<file path="src/rtl/dit_pkg.sv">
// Shared constants for the dual interval timer: command codes, the
// tick-source numbering and the register byte offsets.
package dit_pkg;
    localparam int NUM_CH    = 2;     // channels in the block
    localparam int SRC_BASE  = 4;     // first source code that selects a tick input
    localparam int CH_STRIDE = 'h10;  // byte distance between channel windows

    localparam int OFF_DIV   = 'h00;  // reload value, per channel
    localparam int OFF_CNT   = 'h04;  // live counter, per channel
    localparam int OFF_CTL   = 'h08;  // control word, per channel
    localparam int OFF_MASK  = 'h48;  // interrupt mask
    localparam int OFF_ACK   = 'h4C;  // write-one-to-clear
    localparam int OFF_RAW   = 'h50;  // raw sticky status
    localparam int OFF_MST   = 'h54;  // masked status

    typedef enum logic [1:0] {
        CMD_LOAD  = 2'd0,
        CMD_HOLD  = 2'd1,
        CMD_RUN   = 2'd2,
        CMD_HOLD2 = 2'd3
    } cmd_e;
endpackage

</file>
<file path="src/rtl/dit_channel.sv">
// One down-counting timer channel.
// Holds the reload value, the control word and the live counter. A control
// write applies its command at once and takes priority over a tick in the
// same cycle. Assumes tick_src strobes are synchronous to clk.
module dit_channel
    import dit_pkg::*;
#(
    parameter int W    = 32,
    parameter int NSRC = 4,
    parameter int CW   = 5
) (
    input  logic            clk,
    input  logic            rst_n,
    input  logic            div_wr,
    input  logic            ctl_wr,
    input  logic [W-1:0]    wdata,
    input  logic [NSRC-1:0] tick_src,
    output logic [W-1:0]    div_q,
    output logic [CW-1:0]   ctl_q,
    output logic [W-1:0]    count_q,
    output logic            running,
    output logic            expire
);
    localparam int SEL_W = CW - 2;

    logic [SEL_W-1:0] sel;
    logic             tick;
    logic             step;
    logic             at_end;
    cmd_e             new_cmd;

    assign sel     = ctl_q[CW-1:2];
    assign new_cmd = cmd_e'(wdata[1:0]);

    // Pick the tick strobe named by the source field; low codes pick none.
    always_comb begin
        tick = 1'b0;
        for (int i = 0; i < NSRC; i++) begin
            if (sel == SEL_W'(SRC_BASE + i)) tick = tick_src[i];
        end
    end

    assign step   = running && tick && !ctl_wr;
    assign at_end = (count_q[W-1:1] == '0);
    assign expire = step && at_end;

    // Reload value register.
    always_ff @(posedge clk) begin
        if (!rst_n)      div_q <= '0;
        else if (div_wr) div_q <= wdata;
    end

    // Control word and the running flag it implies.
    always_ff @(posedge clk) begin
        if (!rst_n) begin
            ctl_q   <= '0;
            running <= 1'b0;
        end else if (ctl_wr) begin
            ctl_q   <= wdata[CW-1:0];
            running <= (new_cmd == CMD_RUN);
        end
    end

    // Live counter: load command, counted tick, or reload on expiry.
    always_ff @(posedge clk) begin
        if (!rst_n)                              count_q <= '0;
        else if (ctl_wr && new_cmd == CMD_LOAD)  count_q <= div_q;
        else if (expire)                         count_q <= div_q;
        else if (step)                           count_q <= count_q - W'(1);
    end
endmodule

</file>
<file path="src/rtl/dit_irq.sv">
// Interrupt collection for all channels.
// Keeps sticky raw status bits, the mask, and forms the level output.
// An expiry at the same edge as an acknowledge keeps its bit set.
module dit_irq #(
    parameter int NCH = 2
) (
    input  logic           clk,
    input  logic           rst_n,
    input  logic           mask_wr,
    input  logic           ack_wr,
    input  logic [NCH-1:0] wdata,
    input  logic [NCH-1:0] expire,
    output logic [NCH-1:0] raw_q,
    output logic [NCH-1:0] mask_q,
    output logic [NCH-1:0] masked,
    output logic           irq
);
    logic [NCH-1:0] clr;

    assign clr = ack_wr ? wdata : '0;

    // Sticky status: clear acknowledged bits, then set new expiries.
    always_ff @(posedge clk) begin
        if (!rst_n) raw_q <= '0;
        else        raw_q <= (raw_q & ~clr) | expire;
    end

    // Mask register.
    always_ff @(posedge clk) begin
        if (!rst_n)       mask_q <= '0;
        else if (mask_wr) mask_q <= wdata;
    end

    assign masked = raw_q & mask_q;
    assign irq    = |masked;
endmodule

</file>
<file path="src/rtl/dit_decode.sv">
// Register window decode: write strobes per register and the read mux.
// Assumes full-word accesses; an address must match exactly, so
// misaligned and unmapped addresses read zero and write nothing.
module dit_decode
    import dit_pkg::*;
#(
    parameter int W   = 32,
    parameter int AW  = 7,
    parameter int NCH = 2,
    parameter int CW  = 5
) (
    input  logic                   wr,
    input  logic [AW-1:0]          addr,
    input  logic [NCH-1:0][W-1:0]  div_all,
    input  logic [NCH-1:0][W-1:0]  cnt_all,
    input  logic [NCH-1:0][CW-1:0] ctl_all,
    input  logic [NCH-1:0]         raw_q,
    input  logic [NCH-1:0]         mask_q,
    input  logic [NCH-1:0]         masked,
    output logic [NCH-1:0]         div_wr,
    output logic [NCH-1:0]         ctl_wr,
    output logic                   mask_wr,
    output logic                   ack_wr,
    output logic [W-1:0]           rdata
);
    // Per-channel write strobes.
    for (genvar c = 0; c < NCH; c++) begin : g_wstb
        assign div_wr[c] = wr && (addr == AW'(c * CH_STRIDE + OFF_DIV));
        assign ctl_wr[c] = wr && (addr == AW'(c * CH_STRIDE + OFF_CTL));
    end

    assign mask_wr = wr && (addr == AW'(OFF_MASK));
    assign ack_wr  = wr && (addr == AW'(OFF_ACK));

    // Read multiplexer; anything unmatched returns zero.
    always_comb begin
        rdata = '0;
        for (int c = 0; c < NCH; c++) begin
            if (addr == AW'(c * CH_STRIDE + OFF_DIV)) rdata = div_all[c];
            if (addr == AW'(c * CH_STRIDE + OFF_CNT)) rdata = cnt_all[c];
            if (addr == AW'(c * CH_STRIDE + OFF_CTL)) rdata = W'(ctl_all[c]);
        end
        if (addr == AW'(OFF_MASK)) rdata = W'(mask_q);
        if (addr == AW'(OFF_RAW))  rdata = W'(raw_q);
        if (addr == AW'(OFF_MST))  rdata = W'(masked);
    end
endmodule

</file>
<file path="src/rtl/dual_interval_timer.sv">
// Two interval timer channels behind one word-wide register window with a
// shared mask / acknowledge interrupt stage and one level interrupt.
// Assumes tick_src strobes come from the clk domain and that every access
// is a full 32-bit word.
module dual_interval_timer
    import dit_pkg::*;
#(
    parameter int DATA_W  = 32,
    parameter int ADDR_W  = 7,
    parameter int NUM_SRC = 4
) (
    input  logic               clk,
    input  logic               rst_n,
    input  logic [NUM_SRC-1:0] tick_src,
    input  logic               bus_wr,
    input  logic [ADDR_W-1:0]  bus_addr,
    input  logic [DATA_W-1:0]  bus_wdata,
    output logic [DATA_W-1:0]  bus_rdata,
    output logic               irq
);
    localparam int SEL_W = $clog2(SRC_BASE + NUM_SRC);
    localparam int CW    = 2 + SEL_W;

    logic [NUM_CH-1:0][DATA_W-1:0] div_all;
    logic [NUM_CH-1:0][DATA_W-1:0] cnt_all;
    logic [NUM_CH-1:0][CW-1:0]     ctl_all;
    logic [NUM_CH-1:0]             div_wr;
    logic [NUM_CH-1:0]             ctl_wr;
    logic [NUM_CH-1:0]             expire;
    logic [NUM_CH-1:0]             running;
    logic [NUM_CH-1:0]             raw_q;
    logic [NUM_CH-1:0]             mask_q;
    logic [NUM_CH-1:0]             masked;
    logic                          mask_wr;
    logic                          ack_wr;

    dit_decode #(.W(DATA_W), .AW(ADDR_W), .NCH(NUM_CH), .CW(CW)) u_dec (
        .wr      (bus_wr),
        .addr    (bus_addr),
        .div_all (div_all),
        .cnt_all (cnt_all),
        .ctl_all (ctl_all),
        .raw_q   (raw_q),
        .mask_q  (mask_q),
        .masked  (masked),
        .div_wr  (div_wr),
        .ctl_wr  (ctl_wr),
        .mask_wr (mask_wr),
        .ack_wr  (ack_wr),
        .rdata   (bus_rdata)
    );

    for (genvar g = 0; g < NUM_CH; g++) begin : g_ch
        dit_channel #(.W(DATA_W), .NSRC(NUM_SRC), .CW(CW)) u_ch (
            .clk      (clk),
            .rst_n    (rst_n),
            .div_wr   (div_wr[g]),
            .ctl_wr   (ctl_wr[g]),
            .wdata    (bus_wdata),
            .tick_src (tick_src),
            .div_q    (div_all[g]),
            .ctl_q    (ctl_all[g]),
            .count_q  (cnt_all[g]),
            .running  (running[g]),
            .expire   (expire[g])
        );
    end

    dit_irq #(.NCH(NUM_CH)) u_irq (
        .clk     (clk),
        .rst_n   (rst_n),
        .mask_wr (mask_wr),
        .ack_wr  (ack_wr),
        .wdata   (bus_wdata[NUM_CH-1:0]),
        .expire  (expire),
        .raw_q   (raw_q),
        .mask_q  (mask_q),
        .masked  (masked),
        .irq     (irq)
    );
endmodule

</file>
<file path="config.mk">
export PLATFORM = sky130hd
export DESIGN_NAME = dual_interval_timer
export DESIGN_NICKNAME = d
export VERILOG_FILES = /design/src/rtl/dit_pkg.sv /design/src/rtl/dit_channel.sv /design/src/rtl/dit_irq.sv /design/src/rtl/dit_decode.sv /design/src/rtl/dual_interval_timer.sv
export SDC_FILE = /design/constraint.sdc
export NUM_CORES = 1
export LEC_CHECK = 0
export BUFFER_PORTS_ARGS = -buffer_cell sky130_fd_sc_hd__buf_2
export CORE_MARGIN = 5
export CORE_UTILIZATION = 45
export DETAILED_ROUTE_END_ITERATION = 16
export SYNTH_ARGS = -nofsm -noshare
export SYNTH_HDL_FRONTEND = slang
export SYNTH_SLANG_ARGS = --single-unit
</file>
<file path="constraint.sdc">
create_clock -name clk -period 8.2 [get_ports clk]
set_clock_uncertainty 0.05 [all_clocks]
set_input_delay 1.64 -clock clk [delete_from_list [all_inputs] [get_ports clk]]
set_output_delay 1.64 -clock clk [all_outputs]
set_load 0.005 [all_outputs]
</file>
==> results of run 1 <==
## report_power, final
part           internal (mW)  switching (mW)  leakage (nW)
Combinational         0.0166          0.0400          2.04
Sequential             0.700         0.00131          1.16
Clock                  0.461           0.331         0.288
## placed cells by master (no fill, tap or decap), types with 20 or more instances in the layout
cell type / count
a22o_1: 29
nand2_1: 194
buf_2: 78
nand3_1: 28
nor2_1: 63
dfxtp_1: 144
a21oi_1: 114
nor4_1: 20
a221o_1: 27
nor3_1: 37
mux2i_1: 28
o21ai_0: 31
## metal layers
metal	global-route usage	up-vias	wire length, um
li1	-	3928	-
met1	0.393	3970	12600
met2	0.434	409	13000
met3	0.0787	43	2850
met4	0.0860	0	673
met5	0	-	0
## sequential cells by signal, summed over array words and instances, names as in the netlist
signal / count
g_ch.u_ch.count_q: 64
g_ch.u_ch.running: 2
g_ch.u_ch.div_q: 64
g_ch.u_ch.ctl_q: 10
u_irq.mask_q: 2
u_irq.raw_q: 2
## worst min-delay path: cells and delay by family, from the launching register on
kind	cells	cell delay (ns)
flops	1	0.32
simple gates	1	0.05
compound gates	1	0.05
## logic make-up (layout without fill, tap and decap cells)
group	Yosys count	after routing
adder cells (fa/ha/maj)	2	2
AO/OA/AOI/OAI	317	317
buffers and inverters	103	147
flip-flops	144	144
AND/OR/NAND/NOR	435	435
multiplexers	33	33
## final cells by class
class | instances | area (sq um) | area share
multi-input combinational | 787 | 4680 | 0.518
sequential | 144 | 2880 | 0.319
timing repair buffer | 96 | 526 | 0.0582
clock buffer | 18 | 439 | 0.0486
tap | 225 | 282 | 0.0312
clock inverter | 14 | 155 | 0.0172
inverter | 19 | 72.6 | 0.00803
## path summary, 6_finish.rpt
kind              slack [ns]                       end                      from  depth (start not counted)
hold reg to reg         0.42    g_ch[0].u_ch.div_q[12]    g_ch[0].u_ch.div_q[12]                          2
setup / recovery        2.50             bus_rdata[31]               bus_addr[1]                          7
setup reg to reg        4.47  g_ch[0].u_ch.count_q[14]  g_ch[0].u_ch.count_q[13]                          6
hold / removal          0.42    g_ch[0].u_ch.div_q[12]    g_ch[0].u_ch.div_q[12]                          2
## metrics by stage
stage | setup WS, ns | power (mW) | util | area [sq um]
finish | 2.50 | 1.55 | 0.522 | 9030
global placement | 2.62 | 0.773 | 0.488 | 8440
floorplan | 3.26 | 0.747 | - | 7950
CTS | 2.53 | 1.56 | 0.522 | 9030
detailed placement | 2.57 | 0.773 | 0.488 | 8440
global route | 2.34 | 1.59 | 0.522 | 9030
==> results.toml, run 1 <==
[status]
outcome = "completed"

[floorplanning]
rows = 48
fp.dieH_um = 143
io_pins = 79
chipWidth_um = 143
design.core.area_sq_um = 17300
dieArea_sq_um = 20400
initial_utilization = 0.460

[clock_tree]
cts_tree = "built"
clk_latency_ns = 0.43
numCtsBuffers = 17
post-cts-setup-buffers = 0
cts-root-buf = "clkbuf_16"
ctsLongestPathBuffers = 2
ctsHtreeMaxLevel = 4
cts_resized = 0
cts_sinks = 144
path_clk_slew_ns = 0.06
cts_hold_buf = 0

[synth]
ys_seq_area_frac = 0.362
synth_compound_area_frac = 0.277
synth-simple-area-share = 0.261
synth_common_cells = "nand2_1, dfxtp_1, a21oi_1"
ys_top_cells_by_area = "dfxtp_1, nand2_1, a21oi_1"
synth_top_area_frac = 0.362
synthMuxAreaShare = 0.0452
synth_edf_count = 0
synthArstFlopShare = 0
avgSynthCellArea_sq_um = 7.69
synth_seq_cells = 144
ys_types = 73
yosysTopAreaCell = "dfxtp_1"
synthesis.nets = 1082
netlist_area_sq_um = 7950
synth.most_common_cell = "nand2_1"
synthXorXnorAreaFrac = 0
synthCells = 1034
synth_fa_ha_area_frac = 0.00315
yosysWarningCount = 0
synth_top_family_by_area = "compound AO/OA/AOI/OAI gates"
synth_ff_type = "dfxtp_1"

[setup_path]
worstPathMaxFanout = 19
critPathCaptureType = "primary output"
critPathTopFamily = "simple AND/OR/NAND/NOR gates"
startpoint_type = "input pin"
cpMostUsedCell = "buf_2"
cpMaxStageDelayCell = "nor3_1"
critPathArrivalTime_ns = 4.01
critPathKind = "in -> out"
cp_data_required_time_ns = 6.51
cpPeakStageDelay_ns = 0.80
crit_chain = "buf_2, nor3_1, and3_1, buf_4, a22o_1, a221o_1, buf_2"
cp_num_buf_inv = 3

[layout]
fin_cells = 1303
drive_above_1_share = 0.143
diodes = 0
fillCellCount = 1695
area_growth_pct = 13.6
final_nets = 1113

[sta]
fin_crit_sh = 0.695
rsz0062_at_grt = "no"
period_needed_ns = 5.70
slew_violations = 0
tns_ns = 0
max_freq_mhz = 175
finalSetupViolCount = 0
holdWs_ns = 0.421
worstMarginPinSlew_ns = 1.16
timing.slew.headroom = 0.223
hold_viol = 0

[routing]
drt_iter0_markers = 859
wl_um = 29100
dr.pass1.iters = 7
wl_per_cell_um = 22.3
ant_nets = 0
drc = 0
via_count = 8350
vias_per_cell = 6.41

[global_route]
grt_pass1_vias = 7713
antenna_found_initial = 0
grt_usage = 0.285
grt_max_degree = 61
grt_first_pass_wirelength_um = 45300
overflow = 0

[placed_design]
dp.cells = 1271
dpl.hpwl_um = 19500
finalWeightedCongestion = 0.887
port_buffers = 78

[worst_hold_path]
worstHoldPathType = "reg -> reg"

[pwr]
ir_drop_mv = 0.154
powerDensity_nw_per_um2 = 172
leakage_nw = 3.48

[flow_run]
maxCapViolations = 0
Note: power is estimated with default switching activity, not from simulation.
==> run 2, diff against run 1 <==
--- a/config.mk
+++ b/config.mk
@@ -9,6 +9,7 @@
 export CORE_MARGIN = 5
 export CORE_UTILIZATION = 45
 export DETAILED_ROUTE_END_ITERATION = 16
+export PLACE_DENSITY = 0.66
 export SYNTH_ARGS = -nofsm -noshare
 export SYNTH_HDL_FRONTEND = slang
 export SYNTH_SLANG_ARGS = --single-unit
==> constraint.sdc (replaced) <==
create_clock -name clk -period 5.1 [get_ports clk]
set_clock_uncertainty 0.05 [all_clocks]
set_input_delay 1.02 -clock clk [delete_from_list [all_inputs] [get_ports clk]]
set_output_delay 1.02 -clock clk [all_outputs]
set_load 0.005 [all_outputs]
==> run 2 against run 1 <==
  * Global-route usage down 0.57 points
  * First-iteration DRC count up 19%
  * Sequential share of layout area down 0.38 points
  * Register-to-register slack worse by 3.1 ns
  * Critical endpoint is now bus_rdata[2]
  * Critical path type unchanged
  * Final cell count up 0.69%
  * Worst setup slack worse by 1.4 ns
  * Core utilization up 0.64 points
  * Via count up 2.1%
  * Critical path depth up 1
  * Non-clock buffer count up 9
  * Flip-flop and latch count unchanged
  * Hold slack better by 0.0017 ns
==> results.toml, run 2 (synthesis results as in run 1) <==
[clock_tree]
ctsHtreeMaxLevel = 4
cts_sinks = 144
cts_hold_buf = 0
ctsLongestPathBuffers = 2
cts_tree = "built"
post-cts-setup-buffers = 0
path_clk_slew_ns = 0.06
cts-root-buf = "clkbuf_16"
clk_latency_ns = 0.43
numCtsBuffers = 17
cts_resized = 0

[setup_path]
worstPathMaxFanout = 30
cp_data_required_time_ns = 4.03
cpMaxStageDelayCell = "nor3b_1"
critPathArrivalTime_ns = 2.88
cpPeakStageDelay_ns = 0.48
startpoint_type = "input pin"
cp_num_buf_inv = 3
critPathTopFamily = "simple AND/OR/NAND/NOR gates"
crit_chain = "buf_2, nor3b_1, nand2_1, nor2_2, buf_4, mux2i_1, nand2_1, buf_2"
critPathCaptureType = "primary output"
critPathKind = "in -> out"

[routing]
dr.pass1.iters = 6
via_count = 8529
vias_per_cell = 6.50
ant_nets = 0
drc = 0
drt_iter0_markers = 1018
wl_um = 28800
wl_per_cell_um = 21.9

[sta]
holdWs_ns = 0.423
timing.slew.headroom = 0.287
max_freq_mhz = 253
period_needed_ns = 3.95
finalSetupViolCount = 0
rsz0062_at_grt = "no"
worstMarginPinSlew_ns = 1.07
fin_crit_sh = 0.775
hold_viol = 0
slew_violations = 0
tns_ns = 0

[global_route]
overflow = 0
grt_max_degree = 79
grt_usage = 0.279
grt_pass1_vias = 7927
grt_first_pass_wirelength_um = 44800
antenna_found_initial = 0

[floorplanning]
initial_utilization = 0.460
dieArea_sq_um = 20400
rows = 48
chipWidth_um = 143
fp.dieH_um = 143
io_pins = 79
design.core.area_sq_um = 17300

[pwr]
intPower_mw = 1.99
leakage_nw = 3.55
p_sw_frac = 0.220
pwr-share-clk = 0.520
seqPwrFrac = 0.443
combPwrFrac = 0.037
power.switching_mw = 0.562
ir_drop_mv = 0.241
total_power_mw = 2.55
powerDensity_nw_per_um2 = 279

[layout]
final_nets = 1122
postLayoutCellArea_sq_um = 9140
diodes = 0
mostFrequentLayoutCells = "nand2_1, dfxtp_1, a21oi_1"
fin_cells = 1312
area_growth_pct = 15.0
largest_registers = "g_ch.u_ch.count_q (64), g_ch.u_ch.div_q (64), g_ch.u_ch.ctl_q (10)"
drive_above_1_share = 0.148
fillCellCount = 1724
layout_commonest_cell = "nand2_1"

[placed_design]
place_area_sq_um = 8520
dpl.hpwl_um = 19400
finalWeightedCongestion = 0.928
port_buffers = 78
dp.cells = 1280

[status]
outcome = "completed"

[worst_hold_path]
worstHoldPathType = "reg -> reg"

[flow_run]
maxCapViolations = 0
[run 2: cell types whose count changed in the layout (fill, tap and decap cells not counted), sizes merged]
cell    before  now
buf         96  105
bufinv       2    3
clkbuf      18   23
clkinv       7    5
inv         22   18
[run 2: area by class of cell]
cell class	instances	area [sq um]	area share
inverters	19	72.6	0.00794
flip-flops and latches	144	2880	0.315
clock inverters	9	129	0.0141
clock buffers	23	498	0.0545
multi-input cells	787	4670	0.511
well taps	225	282	0.0308
repair buffers	105	606	0.0662
[run 2: tightest hold or removal path, cell delays in order (launching register included)]
cell and delay (ns):
dfxtp_1 0.32, nand2_1 0.05, a21oi_1 0.05
[run 2: worst paths after layout]
| check | start | end | slack (ns) | cells past startpoint |
|---|---|---|---|---|
| worst max-delay path | bus_addr[6] | bus_rdata[2] | 1.15 | 8 |
| worst min-delay path | g_ch[0].u_ch.div_q[29] | g_ch[0].u_ch.div_q[29] | 0.42 | 2 |
| worst max register to register | g_ch[0].u_ch.count_q[13] | g_ch[0].u_ch.count_q[15] | 1.37 | 6 |
| worst min register to register | g_ch[0].u_ch.div_q[29] | g_ch[0].u_ch.div_q[29] | 0.42 | 2 |
[run 2: metrics by stage]
stage	utilization	setup WS, ns
2_1_floorplan	-	1.40
3_3_place_gp	0.492	1.21
3_5_place_dp	0.492	1.19
4_1_cts	0.529	1.19
5_1_grt	0.529	0.996
6_report	0.529	1.15
[run 2: power by group through the flow]
stage | Combinational, mW | Sequential [mW] | Clock [mW]
detailed placement | 0.0913 | 1.15 | 0
finish | 0.0936 | 1.13 | 1.33
floorplan | 0.0490 | 1.15 | 0
global route | 0.100 | 1.13 | 1.38
CTS | 0.0919 | 1.13 | 1.33
global placement | 0.0908 | 1.15 | 0
[run 2: metal layers]
metal | part of all wire | vias up | global-route usage | wire length [um]
met5 | 0 | - | 0 | 0
met4 | 0.032 | 0 | 0.111 | 915
met3 | 0.084 | 67 | 0.0532 | 2410
met2 | 0.46 | 431 | 0.434 | 13400
met1 | 0.42 | 4092 | 0.382 | 12100
li1 | - | 3939 | - | -
